<file path="src/rtl/i2c_mr_pkg.sv">
package i2c_mr_pkg;
  localparam int DATA_W = 8;
  localparam int CNT_W  = 3;
  localparam int SEL_W  = 3;

  typedef struct packed {
    logic             mode_we;
    logic [SEL_W-1:0] clk_sel;
    logic             cnt_lock;
    logic [CNT_W-1:0] cnt;
  } mr_view_t;

  // Frame length decoded from the 3-bit count code (000 means nine bits).
  function automatic logic [3:0] frame_bits(input logic [CNT_W-1:0] code);
    return (code == '0) ? 4'd9 : ({1'b0, code} + 4'd1);
  endfunction

  // Low-bit mask of the prescaler count for a given divide exponent.
  function automatic logic [15:0] div_mask(input logic [SEL_W-1:0] sel);
    return 16'((32'd1 << sel) - 32'd1);
  endfunction
endpackage

</file>
<file path="src/rtl/i2c_mr_ctrl.sv">
module i2c_mr_ctrl
  import i2c_mr_pkg::*;
(
  input  logic              clk,
  input  logic              rst_n,
  input  logic              wr_en,
  input  logic [DATA_W-1:0] wdata,
  output logic              mode_we,
  output logic [SEL_W-1:0]  clk_sel,
  output logic              cnt_load,
  output logic [CNT_W-1:0]  load_val,
  output logic              sel_change
);
  localparam logic [SEL_W-1:0] SEL_RST = SEL_W'(1);

  mr_view_t wv;
  assign wv = mr_view_t'(wdata);

  assign cnt_load   = wr_en && !wv.cnt_lock;
  assign load_val   = wv.cnt;
  assign sel_change = wr_en && (wv.clk_sel != clk_sel);

  always_ff @(posedge clk) begin
    if (!rst_n) begin
      mode_we <= 1'b0;
      clk_sel <= SEL_RST;
    end else if (wr_en) begin
      mode_we <= wv.mode_we;
      clk_sel <= wv.clk_sel;
    end
  end

  p_permit_follows_r9: assert property (@(posedge clk) disable iff (!rst_n)
    wr_en |=> (mode_we == $past(wdata[7])));
  p_select_held_r2: assert property (@(posedge clk) disable iff (!rst_n)
    !wr_en |=> $stable(clk_sel));
endmodule

</file>
<file path="src/rtl/i2c_mr_bitcnt.sv">
module i2c_mr_bitcnt
  import i2c_mr_pkg::*;
(
  input  logic             clk,
  input  logic             rst_n,
  input  logic             scl_rise,
  input  logic             start_det,
  input  logic             cnt_load,
  input  logic [CNT_W-1:0] load_val,
  output logic [CNT_W-1:0] cnt,
  output logic             frame_done
);
  localparam logic [CNT_W-1:0] LAST = CNT_W'(1);

  logic step;
  logic ends_frame;
  assign step       = scl_rise && !start_det && !cnt_load;
  assign ends_frame = step && (cnt == LAST);

  always_ff @(posedge clk) begin
    if (!rst_n) begin
      cnt        <= '0;
      frame_done <= 1'b0;
    end else begin
      frame_done <= ends_frame;
      if (start_det)     cnt <= '0;
      else if (cnt_load) cnt <= load_val;
      else if (step)     cnt <= cnt - LAST;
    end
  end

  p_start_clears_r5: assert property (@(posedge clk) disable iff (!rst_n)
    start_det |=> (cnt == '0));
  p_step_down_r4: assert property (@(posedge clk) disable iff (!rst_n)
    step |=> (cnt == $past(cnt) - LAST));
  p_locked_hold_r6: assert property (@(posedge clk) disable iff (!rst_n)
    (!start_det && !cnt_load && !scl_rise) |=> $stable(cnt));
  p_done_at_zero_r7: assert property (@(posedge clk) disable iff (!rst_n)
    frame_done |-> (cnt == '0));
  p_load_wins_r10: assert property (@(posedge clk) disable iff (!rst_n)
    (cnt_load && !start_det) |=> (cnt == $past(load_val)));
endmodule

</file>
<file path="src/rtl/i2c_mr_prescale.sv">
module i2c_mr_prescale
  import i2c_mr_pkg::*;
#(
  parameter int DIV_W = 7
) (
  input  logic             clk,
  input  logic             rst_n,
  input  logic [SEL_W-1:0] clk_sel,
  input  logic             restart,
  output logic             ref_en
);
  logic [DIV_W-1:0] pre_q;
  logic [DIV_W-1:0] mask;

  assign mask   = DIV_W'(div_mask(clk_sel));
  assign ref_en = ((pre_q & mask) == mask);

  always_ff @(posedge clk) begin
    if (!rst_n || restart) pre_q <= '0;
    else                   pre_q <= pre_q + DIV_W'(1);
  end

  p_undivided_r3: assert property (@(posedge clk) disable iff (!rst_n)
    (clk_sel == '0) |-> ref_en);
  p_restart_quiet_r3: assert property (@(posedge clk) disable iff (!rst_n)
    (restart && ($countones(mask) >= 0)) |=> ((pre_q == '0) && (ref_en == (clk_sel == '0))));
endmodule

</file>
<file path="src/rtl/i2c_mode_reg.sv">
module i2c_mode_reg
  import i2c_mr_pkg::*;
#(
  parameter int DIV_W = 7
) (
  input  logic       clk,
  input  logic       rst_n,
  input  logic       wr_en,
  input  logic [7:0] wdata,
  output logic [7:0] rdata,
  input  logic       scl_rise,
  input  logic       start_det,
  output logic       ref_en,
  output logic [3:0] bits_left,
  output logic       frame_done,
  output logic       mode_wr_ok
);
  logic             mode_we;
  logic [SEL_W-1:0] clk_sel;
  logic             cnt_load;
  logic [CNT_W-1:0] load_val;
  logic             sel_change;
  logic [CNT_W-1:0] cnt;
  mr_view_t         rv;

  i2c_mr_ctrl u_ctrl (
    .clk(clk), .rst_n(rst_n), .wr_en(wr_en), .wdata(wdata),
    .mode_we(mode_we), .clk_sel(clk_sel), .cnt_load(cnt_load),
    .load_val(load_val), .sel_change(sel_change)
  );

  i2c_mr_bitcnt u_cnt (
    .clk(clk), .rst_n(rst_n), .scl_rise(scl_rise), .start_det(start_det),
    .cnt_load(cnt_load), .load_val(load_val), .cnt(cnt), .frame_done(frame_done)
  );

  i2c_mr_prescale #(.DIV_W(DIV_W)) u_pre (
    .clk(clk), .rst_n(rst_n), .clk_sel(clk_sel), .restart(sel_change), .ref_en(ref_en)
  );

  always_comb begin
    rv.mode_we  = mode_we;
    rv.clk_sel  = clk_sel;
    rv.cnt_lock = 1'b1;
    rv.cnt      = cnt;
  end

  assign rdata      = rv;
  assign bits_left  = frame_bits(cnt);
  assign mode_wr_ok = mode_we;

  p_bits_range_r8: assert property (@(posedge clk) disable iff (!rst_n)
    (bits_left >= 4'd2) && (bits_left <= 4'd9));
  p_done_single_r7: assert property (@(posedge clk) disable iff (!rst_n)
    frame_done |=> !frame_done);
endmodule

</file>
<file path="config.mk">
export PLATFORM = sky130hd
export DESIGN_NAME = i2c_mode_reg
export DESIGN_NICKNAME = d
export VERILOG_FILES = /design/src/rtl/i2c_mr_pkg.sv /design/src/rtl/i2c_mr_ctrl.sv /design/src/rtl/i2c_mr_bitcnt.sv /design/src/rtl/i2c_mr_prescale.sv /design/src/rtl/i2c_mode_reg.sv
export SDC_FILE = /design/constraint.sdc
export NUM_CORES = 1
export LEC_CHECK = 0
export BUFFER_PORTS_ARGS = -buffer_cell sky130_fd_sc_hd__buf_2
export CORE_MARGIN = 3
export CORE_UTILIZATION = 48
export CTS_CLUSTER_SIZE = 25
export DETAILED_ROUTE_END_ITERATION = 6
export PLACE_DENSITY = 0.76
export REMOVE_ABC_BUFFERS = 1
export SKIP_CTS_REPAIR_TIMING = 1
export SYNTH_ARGS = -nofsm -noshare
export SYNTH_HDL_FRONTEND = slang
export SYNTH_SLANG_ARGS = --single-unit
</file>
<file path="constraint.sdc">
create_clock -name clk -period 3.7 [get_ports clk]
set_clock_uncertainty 0.15 [all_clocks]
set_input_delay 0.37 -clock clk [delete_from_list [all_inputs] [get_ports clk]]
set_output_delay 0.37 -clock clk [all_outputs]
set_load 0.02 [all_outputs]
</file>
==> impl_results.md <==
- Ports: 28
- Area of the multi-input gates: 537 sq um
- Initial antenna violation count: 0
- Synthesis Warnings: 0
- Core Box Area: 1750 sq um
- Final setup violation count: 0
- Fin. Hold Viols: 0
- Fin crit period: 2740 ps
- DRC: 0
- Largest family of logic cells by synthesized area: simple AND/OR/NAND/NOR gates
- Simple logic cell fraction of the synthesized area: 22.5%
- Largest net degree at the start of global routing: 11
- Worst-skew pair later-pin latency: 280 ps
- Compound-cell area share of the yosys netlist: 7.77%
- Status: complete, no violations
- Post-synthesis mux area share: 8.88%
- Nets: 148
- Syn Area/Cell: 8.59 sq um
- Total gr overflow: 0
- DR pass1 iterations: 4
- RSZ-0062 raised after global routing: false
- CTS H-tree lvls: 1
- Die Footprint: 2440 sq um
- Chip height: 49.4 microns
- Adder-cell share of the synthesized area: 8.32%
- Xor-xnor portion of the synthesized cell area: 11.7%
- WL per Instance: 10.0 microns
- Vias in the first global route: 701
- Pleak: 0.472 nW
- CTS root buffer: clkbuf_4
- Crit. End Element: output pin
- Most frequent cells in the layout: buf_2, dfxtp_1, nor2_1, nand2_1, mux2i_1
- Maximum clock insertion buffer count: 2
- Tot Pwr: 0.341 mW
- WP data arrival: 2220 ps
- Hpwl dp: 1.24 mm
- CTS tree: done
- Final wirelength: 1.54 mm
- Period utilisation layout: 74.1%
- Initial DRC Count: 11
- Share of post-route cells with drive strength above 1: 24.2%
- Power Dens Cells: 327 nW/um^2
- First-pass GRT wire length: 2.80 mm
- Post-synthesis sequential area ratio: 33.3%
- Dpl ws: 1240 ps
- Die width: 49.4 microns
- Fmax: 365 MHz
- Post-route insts no fill: 153
- CTS buffer count: 3
- Initial Util: 51.7%
- Mapped cell area: 902 sq um
- Cells after Synth: 105
- Final worst slack: 958 ps
- Hold Crit Class: primary input to flip-flop
- Post-DRT Antenna Nets: 0
- Row cnt: 15
- Area occupied by registers: 300 sq um
- Hold Slack: 171 ps
- Synth cell types: 28
- Total negative slack: 0 ps
- Max cap viols: 0
- Routed via count: 743
- CTS clk-pin slew, worst paths: 90 ps
- Final Max Tran Viols: 0
- Slowest CP cell: or3_4
- Crit path launch type: flip-flop
- Critical Path RT: 3180 ps
- Flops & latches, synth: 15
- Maximum VDD drop: 0.000225 V
- CTS sink cnt: 15
- CP Class: flip-flop to output pin
- Ant. Diodes: 0
- Placer Congestion: 0.741
- GRT Total Usage: 14.7%
- Placed Instances: 149
- # fillers: 173
- Max incr delay on CP: 430 ps
- Synthesis-to-layout area growth: 15.7%
- Cells along the critical path: or3_4, ha_1, mux2i_1, o21ai_0, a2111oi_2, buf_2
- Crit Path Max Fanout: 10
- Commonest non-fill, non-tap cell in the layout: buf_2
- Port bufs: 26
- Vias per cell: 4.86
[synth_stat cells, drive strengths merged]
cell type | number | share of area (%)
a2111oi | 1 | 1.7
a211oi | 2 | 1.7
a21oi | 1 | 0.55
a221o | 1 | 1.1
and2 | 1 | 0.69
and3 | 2 | 1.4
buf | 5 | 4.3
clkbuf | 2 | 0.83
conb | 1 | 0.42
dfxtp | 15 | 33
ha | 6 | 8.3
inv | 5 | 2.1
mux2i | 8 | 8.9
nand2 | 10 | 4.2
nand2b | 4 | 2.8
nand3 | 4 | 2.2
nor2 | 14 | 5.8
nor2b | 4 | 2.8
nor3 | 1 | 0.55
nor3b | 1 | 0.83
o211ai | 1 | 0.83
o21ai | 2 | 1.1
o31ai | 1 | 0.83
or3 | 1 | 1.2
xnor2 | 6 | 5.8
xor2 | 6 | 5.8
[registers in the layout, indices dropped and copies added (netlist names)]
| name | cells |
|---|---|
| u_cnt.frame_done | 1 |
| u_ctrl.mode_we | 1 |
| u_pre.pre_q | 7 |
| u_ctrl.clk_sel | 3 |
| u_cnt.cnt | 3 |
[critical path: cells and delay by family (launching register included)]
family | cells | cell delay, ps
simple gates | 1 | 430
mux | 1 | 150
compound gates | 2 | 460
buf+inv | 1 | 210
fa+ha+maj | 1 | 290
flops | 1 | 410
[cell families after synthesis]
group	count (synthesis)
compound gates	9
xor+xnor	12
mux	8
flops	15
fa+ha+maj	6
buf+inv	12
other cells	1
simple gates	42
[metal layers]
metal	vias to the layer above	track usage, %	wire (microns)
met5	-	0	0
met4	0	4.27	0
met3	0	5.81	95
met2	18	27.0	810
met1	336	15.1	630
li1	389	-	-
[power by group]
part	internal, mW	switching [mW]	leakage, nW
clock	0.0418	0.0490	0.0150
combinational	0.0330	0.0405	0.335
sequential	0.167	0.00949	0.122
total	0.242	0.0990	0.472
[layout make-up]
| type | instances | share of cell area (%) |
|---|---|---|
| sequential | 15 | 28.8 |
| tap | 25 | 3.00 |
| inverter | 5 | 1.80 |
| timing repair buffer | 26 | 12.5 |
| multi-input combinational | 78 | 51.4 |
| clock buffer | 4 | 2.52 |
[worst paths after layout]
kind / from / end / slack, ps / depth (start not counted)
setup reg to reg: u_ctrl.clk_sel[2] / u_pre.pre_q[6] / 2170 / 4
hold reg to reg: u_pre.pre_q[0] / u_pre.pre_q[0] / 320 / 1
hold / removal: rst_n / u_ctrl.clk_sel[0] / 170 / 2
setup / recovery: u_ctrl.clk_sel[2] / ref_en / 960 / 6
[per-stage QoR]
step,cell area (sq um),utilization [%]
after global routing,1040,59.8
after global placement,1020,58.3
after CTS,1040,59.8
after detailed placement,1020,58.3
after floorplan,856,-
final,1040,59.8
(Power assumes the default switching activity.)
